## src/rtl/sram_write_seq.sv

```systemverilog
module sram_write_seq #(
  parameter int ADDR_W        = 15,
  parameter int DATA_W        = 8,
  parameter int CLK_PERIOD_NS = 5,
  parameter int T_CYCLE_NS    = 100,
  parameter int T_ASETUP_NS   = 0,
  parameter int T_PULSE_NS    = 80,
  parameter int T_AVALID_NS   = 80,
  parameter int T_DSETUP_NS   = 50,
  parameter int T_DHOLD_NS    = 5,
  parameter int T_AHOLD_NS    = 10
) (
  input  logic              clk,
  input  logic              rst_n,
  input  logic              req,
  input  logic [ADDR_W-1:0] req_addr,
  input  logic [DATA_W-1:0] req_data,
  input  logic              req_style,
  input  logic              wp,
  output logic              busy,
  output logic              done,
  output logic              err,
  output logic [ADDR_W-1:0] ram_addr,
  output logic [DATA_W-1:0] ram_dq_out,
  output logic              ram_dq_oe,
  output logic              ram_ce_n,
  output logic              ram_we_n
);

  function automatic int cyc(input int ns);
    return (ns + CLK_PERIOD_NS - 1) / CLK_PERIOD_NS;
  endfunction

  function automatic int max2(input int a, input int b);
    return (a > b) ? a : b;
  endfunction

  localparam int C_SU   = max2(1, cyc(T_ASETUP_NS));
  localparam int C_STB  = max2(1, max2(max2(cyc(T_PULSE_NS), cyc(T_DSETUP_NS)),
                                       cyc(T_AVALID_NS) - C_SU));
  localparam int C_HLD  = max2(1, max2(cyc(T_AHOLD_NS), cyc(T_DHOLD_NS)));
  localparam int C_BASE = C_SU + C_STB + C_HLD;
  localparam int C_TOT  = max2(cyc(T_CYCLE_NS), C_BASE);
  localparam int C_REC  = C_TOT - C_BASE;
  localparam int C_MAX  = max2(max2(C_SU, C_STB), max2(C_HLD, C_REC));
  localparam int CW     = $clog2(C_MAX + 1);

  typedef enum logic [2:0] {
    ST_IDLE, ST_SETUP, ST_STROBE, ST_HOLD, ST_RECOVER
  } state_t;

  state_t            state;
  logic [CW-1:0]     cnt;
  logic [ADDR_W-1:0] addr_q;
  logic [DATA_W-1:0] data_q;
  logic              sty_q;

  localparam logic [CW-1:0] L_SU  = CW'(C_SU - 1);
  localparam logic [CW-1:0] L_STB = CW'(C_STB - 1);
  localparam logic [CW-1:0] L_HLD = CW'(C_HLD - 1);
  localparam logic [CW-1:0] L_REC = CW'((C_REC > 0) ? C_REC - 1 : 0);

  always_ff @(posedge clk) begin
    if (!rst_n) begin
      state  <= ST_IDLE;
      cnt    <= '0;
      addr_q <= '0;
      data_q <= '0;
      sty_q  <= 1'b0;
      done   <= 1'b0;
      err    <= 1'b0;
    end else begin
      done <= 1'b0;
      err  <= 1'b0;
      case (state)
        ST_IDLE: begin
          if (req) begin
            if (wp) begin
              err <= 1'b1;
            end else begin
              addr_q <= req_addr;
              data_q <= req_data;
              sty_q  <= req_style;
              state  <= ST_SETUP;
              cnt    <= L_SU;
            end
          end
        end
        ST_SETUP: begin
          if (cnt == '0) begin
            state <= ST_STROBE;
            cnt   <= L_STB;
          end else begin
            cnt <= cnt - 1'b1;
          end
        end
        ST_STROBE: begin
          if (cnt == '0) begin
            state <= ST_HOLD;
            cnt   <= L_HLD;
          end else begin
            cnt <= cnt - 1'b1;
          end
        end
        ST_HOLD: begin
          if (cnt == '0) begin
            if (C_REC > 0) begin
              state <= ST_RECOVER;
              cnt   <= L_REC;
            end else begin
              state <= ST_IDLE;
              done  <= 1'b1;
            end
          end else begin
            cnt <= cnt - 1'b1;
          end
        end
        ST_RECOVER: begin
          if (cnt == '0) begin
            state <= ST_IDLE;
            done  <= 1'b1;
          end else begin
            cnt <= cnt - 1'b1;
          end
        end
        default: state <= ST_IDLE;
      endcase
    end
  end

  logic framed, pulse;
  assign framed = (state == ST_SETUP) || (state == ST_STROBE) || (state == ST_HOLD);
  assign pulse  = (state == ST_STROBE);

  assign busy       = (state != ST_IDLE);
  assign ram_addr   = addr_q;
  assign ram_dq_out = data_q;
  assign ram_dq_oe  = (state == ST_STROBE) || (state == ST_HOLD);
  assign ram_we_n   = !(sty_q ? framed : pulse);
  assign ram_ce_n   = !(sty_q ? pulse : framed);

  logic              wr_act;
  logic [CW:0]       wr_len;
  assign wr_act = !ram_ce_n && !ram_we_n;

  always_ff @(posedge clk) begin
    if (!rst_n)      wr_len <= '0;
    else if (wr_act) wr_len <= wr_len + 1'b1;
    else             wr_len <= '0;
  end


  idle_quiet_chk: assert property (@(posedge clk) disable iff (!rst_n)
    !busy |-> (ram_ce_n && ram_we_n && !ram_dq_oe));


  addr_steady_chk: assert property (@(posedge clk) disable iff (!rst_n)
    (busy && $past(busy)) |-> $stable(ram_addr));


  pulse_width_chk: assert property (@(posedge clk) disable iff (!rst_n)
    $fell(wr_act) |-> (wr_len == (CW+1)'(C_STB)));


  oe_at_fall_chk: assert property (@(posedge clk) disable iff (!rst_n)
    $rose(ram_dq_oe) |-> wr_act);


  dq_steady_chk: assert property (@(posedge clk) disable iff (!rst_n)
    (ram_dq_oe && $past(ram_dq_oe)) |-> $stable(ram_dq_out));


  hold_drive_chk: assert property (@(posedge clk) disable iff (!rst_n)
    $fell(wr_act) |-> ram_dq_oe);


  done_single_chk: assert property (@(posedge clk) disable iff (!rst_n)
    done |=> !done);


  wp_reject_chk: assert property (@(posedge clk) disable iff (!rst_n)
    (!busy && req && wp) |=> (err && !busy));

endmodule

```

## config.mk

```make
export PLATFORM = sky130hd
export DESIGN_NAME = sram_write_seq
export DESIGN_NICKNAME = d
export VERILOG_FILES = /design/src/rtl/sram_write_seq.sv
export SDC_FILE = /design/constraint.sdc
export NUM_CORES = 1
export LEC_CHECK = 0
export CAP_MARGIN = 30
export CELL_PAD_IN_SITES_DETAIL_PLACEMENT = 0
export CELL_PAD_IN_SITES_GLOBAL_PLACEMENT = 1
export CORE_MARGIN = 2
export CORE_UTILIZATION = 31
export CTS_CLUSTER_DIAMETER = 200
export DETAILED_ROUTE_END_ITERATION = 16
export PLACE_DENSITY = 0.79
export SLEW_MARGIN = 20
export SYNTH_ARGS = -nofsm -noshare
export SYNTH_HDL_FRONTEND = slang
export SYNTH_SLANG_ARGS = --single-unit
```

## constraint.sdc

```tcl
create_clock -name clk -period 2.7 [get_ports clk]
set_clock_uncertainty 0.2 [all_clocks]
set_input_delay 0.54 -clock clk [delete_from_list [all_inputs] [get_ports clk]]
set_output_delay 0.54 -clock clk [all_outputs]
set_load 0.05 [all_outputs]
```

### Yosys cells after proc, flatten, opt, wreduce, memory -nomap -nowiden

Index checks and enable logic that the tools add are counted.

| operators by class | value |
|---|---|
| reductions and logical operators | 14 |
| multiplexer cells | 18 |
| add/sub/neg operators | 1 |
| equal/unequal tests | 11 |
| bitwise operators | 1 |

Operators by type and width:

| operator | number |
|---|---|
| $mux 5 | 6 |
| $pmux 5 s5 | 1 |
| $mux 3 | 6 |
| $pmux 3 s5 | 1 |
| $ne 2x2->1 const B | 6 |
| $eq 3x2->1 const B | 2 |
| $reduce_and 3->1 | 2 |
| $reduce_and 6->1 | 1 |
| $logic_not 5->1 | 1 |
| $reduce_bool 5->1 | 1 |
| $sub 5x1->5 const B | 1 |
| $mux 1 | 4 |
| $reduce_and 4->1 | 1 |
| $eq 3x1->1 const B | 1 |
| $eq 3x3->1 const B | 1 |
| $logic_not 3->1 | 1 |
| $logic_or 1x1->1 | 3 |
| $reduce_bool 3->1 | 1 |
| $logic_not 1->1 | 2 |
| $ne 2x1->1 const B | 1 |
| $reduce_and 2->1 | 1 |
| $not 1->1 | 1 |

| word-level totals | value |
|---|---|
| output and inout port bits | 29 |
| register bits after elaboration | 34 |

### Depth between registers and ports, before layout

| logic depth | value |
|---|---|
| depth in word-level cells | 5 |
| mapped depth | 7 |

### Least setup slack after synthesis

No wires, ideal clock.

| path | value |
|---|---|
| path type | reg2reg |
| start | reg cnt[0] |
| end | reg cnt[2] |
| setup time | 122 ps |
| arrival time | 1627 ps |
| data required time | 2378 ps |
| cell stages (with the launch flop) | 7 |
| clock period less this slack | 1949 ps |
| path slack | 751 ps |
| cell sequence | dfxtp_1 -> inv_1 -> ha_1 -> nor4b_2 -> a211o_1 -> o2bb2a_4 -> a311o_1 |

| between the ends | value |
|---|---|
| longest elaborated chain between the ends | 3 |
| elaborated cells between the ends (all ways) | 9 |
| those cells by class | add/sub: 1; eq/ne: 1; mux: 5; reduce/logical: 2 |

RTL lines:

| what | RTL line | source |
|---|---|---|
| start, declared | 53 | `logic [CW-1:0] cnt;` |
| start signal, assigned | 94 | `cnt <= cnt - 1'b1;` |
| start signal, assigned | 102 | `cnt <= cnt - 1'b1;` |
| start signal, assigned | 115 | `cnt <= cnt - 1'b1;` |
| $sub 5x1->5 / $logic_not 5->1 (equally long branches) | - |  |
| $mux 5 (tied with other cells) | 119 | `if (cnt == '0) begin` |
| $pmux 5 s5 / $reduce_and 4->1 (equally long branches) | - |  |

Several ways; a longest one is shown, not always the timed one. The select of a mux whose other input is x is not followed.
A chain may end at the register's enable or synchronous reset.

### Worst setup path after layout

| path | value |
|---|---|
| start | reg state[2] |
| end | out busy |

| between the ends | value |
|---|---|
| longest elaborated chain between the ends | 1 |

RTL lines:

| what | RTL line | source |
|---|---|---|
| start, declared | 52 | `state_t state;` |
| start signal, assigned | 65 | `state <= ST_IDLE;` |
| start signal, assigned | 84 | `state <= ST_SETUP;` |
| start signal, assigned | 91 | `state <= ST_STROBE;` |
| $reduce_bool 3->1 | 135 | `assign busy = (state != ST_IDLE);` |
| end, declared | 20 | `output logic busy,` |

Every way passes these cells.

==> impl_metrics.tcl <==
set metrics [dict create \
    clkLatencyLatePin_ns 0.28 \
    grt-ovfl-total 0 \
    ys_dominant_reg_cell "dfxtp_1" \
    multi_input_area_um2 744 \
    antenna_left 0 \
    status "finished clean" \
    hold_class "register to register" \
    grt_pass1_wl_um 5720 \
    ctsHoldBuffers 0 \
    synthSimpleGateAreaFrac_pct 28.0 \
    yosys.area_share.adder_pct 0.826 \
    p_per_area_nw_per_um2 960 \
    slew_viol_final 0 \
    seq_area_um2 681 \
    cts_buffers 5 \
    wl_per_cell_um 11.7 \
    vias_per_cell 4.60 \
    leakage_nw 0.790 \
    htree_levels 2 \
    placementRows 25 \
    synth_area_leader_cell "dfxtp_1" \
    initial_core_util_pct 32.1 \
    track_usage_pct 13.8 \
    crit_fanout 11 \
    max_freq_mhz 383 \
    syn-num-nets 218 \
    synth_compound_area_share_pct 19.8 \
    drt-total-wl_um 3630 \
    worst_slew_pin_slew_ns 0.532 \
    nNetsFinal 271 \
    timing.final.crit_share_pct 96.6 \
    drv_cap 0 \
    antenna_cells 0 \
    relSlewSlack_pct 64.5 \
    cp.arrival_ns 1.87 \
    syn_area_um2 1510 \
    die_w_um 73.9 \
    synth.area.mux_share_pct 0 \
    dieHeight_um 73.9 \
    hpwl_um 2560 \
    dr.pass1.iters 4 \
    synth_seq_area_share_pct 45.0 \
    drive_gt1_share_pct 8.64 \
    worstSetupStartpointType "register" \
    cts_sinks 34 \
    setup_viol 0 \
    die_area_um2 5460 \
    cp-end-kind "primary output" \
    ioPinCount 57 \
    path_cells "or3_4, clkdlybuf4s50_1" \
    r2r_setup_slack_ns 0.51 \
    hold_slack_ns 0.255 \
    critPathRequiredTime_ns 1.96 \
    post_cts_buffers 0 \
    worst_path_max_delay_cell "clkdlybuf4s50_1" \
    core_um2 4720 \
    async_reset_ff_share_pct 0 \
    drt_iter0_drc 44 \
    area_growth_pct 46.0 \
    syn_avg_cell_area_um2 8.01 \
    synth_xor_area_share_pct 0.579 \
    vias 1427 \
    drc 0 \
    rsz0062_at_grt "no" \
    syn_inst 189 \
    ys_types 37 \
    period_needed_ns 2.61 \
    gp_congestion 0.795 \
    ys_top_cells_by_area "dfxtp_1, nand2_1, a21oi_1" \
    synth_edf_count 0 \
    grt_max_degree 25 \
    grt_pass1_vias 1216 \
    ir_drop_mv 0.361 \
    synth_top_family_by_area "simple AND/OR/NAND/NOR gates" \
    root_buffer "clkbuf_8" \
    fillCellCount 464 \
    clockBufferDepth 2 \
    fin_setup_tns_ns 0 \
    ys_seq_elements 34 \
    yosys.area.top_type_share_pct 45.0 \
    slowest_delay_ns 0.71 \
    tritoncts "done" \
    yosysWarnings 0 \
    postCtsResizedCells 0 \
    hold_viol_final 0 \
    portBuffers 56 \
    clk_pin_slew_ns 0.07 \
    critPathKind "register to primary output" \
    antenna_found_initial 0 \
]
[sequential cells by signal, indices dropped and copies added (netlist names)]
name and count:
ram_addr 15, ram_dq_out 8, cnt 5, state 3
done 1, err 1, sty_q 1
[worst max-delay path: cells and delay by family (launching register included)]
kind	cells	cell delay [ns]
AND/OR/NAND/NOR	1	0.45
flip-flops	1	0.43
buffers and inverters	1	0.71
[cell families after synthesis]
family / after synthesis
AND/OR/NAND/NOR: 91
AO/OA/AOI/OAI: 44
flip-flops: 34
buffers and inverters: 18
XOR/XNOR: 1
adder cells (fa/ha/maj): 1
[stage by stage]
step / cells / setup slack [ns] / cell area (µm²) / utilization [%] / power (W)
floorplan: 189 / 0.751 / 1510 / - / 0.00149
CTS: 310 / 0.0576 / 2210 / 46.7 / 0.00214
detailed placement: 302 / 0.370 / 2110 / 44.7 / 0.00175
global route: 310 / 0.0316 / 2210 / 46.8 / 0.00226
global placement: 302 / 0.374 / 2110 / 44.7 / 0.00175
finish: 310 / 0.0918 / 2210 / 46.8 / 0.00212
[cell usage in the layout (no fill, tap or decap), types with 3 or more instances in the layout]
master / instances
nor2_1: 6
nor3_1: 6
nand2_1: 59
nor2b_1: 3
a211oi_1: 3
buf_4: 3
clkbuf_8: 6
clkdlybuf4s50_1: 54
nand3_1: 3
a21oi_1: 28
dfxtp_1: 34
inv_1: 4
[layer usage]
metal  global-route usage, %  routed length, µm  vias up
met5                       0                  0        -
met4                    5.45                 61        0
met3                    4.12                230        6
met2                    20.7               1500       45
met1                    18.6               1840      628
li1                        -                  -      748
[where the power goes]
part           switching [W]  total [W]  leakage (nW)  internal [W]
Sequential         0.0000872   0.000674         0.277      0.000586
Combinational       0.000642    0.00106         0.465      0.000415
Clock               0.000188   0.000393        0.0472      0.000205
Total               0.000917    0.00212         0.790       0.00121
[cells in the mapped netlist (3+ instances only)]
master / count
nand2_1: 59
buf_4: 4
nand3_1: 3
a21oi_1: 28
buf_2: 5
inv_1: 4
nor2b_1: 3
a211oi_1: 3
nor2_1: 6
clkbuf_1: 4
nor3_1: 6
dfxtp_1: 34
[final cells by class]
type / instances / share of cell area [%]
well taps: 67 / 3.79
clock buffers: 6 / 3.74
clock inverters: 2 / 0.566
flip-flops and latches: 34 / 30.8
repair buffers: 59 / 26.6
multi-input cells: 137 / 33.7
inverters: 5 / 0.849
[final timing paths]
kind | from | end | cells after the start
worst max-delay path | state[2] | busy | 2
worst min-delay path | ram_addr[13] | ram_addr[13] | 2
worst max register to register | cnt[0] | cnt[2] | 6
worst min register to register | ram_addr[13] | ram_addr[13] | 2
No activity file was read; power rests on OpenSTA's default activity.
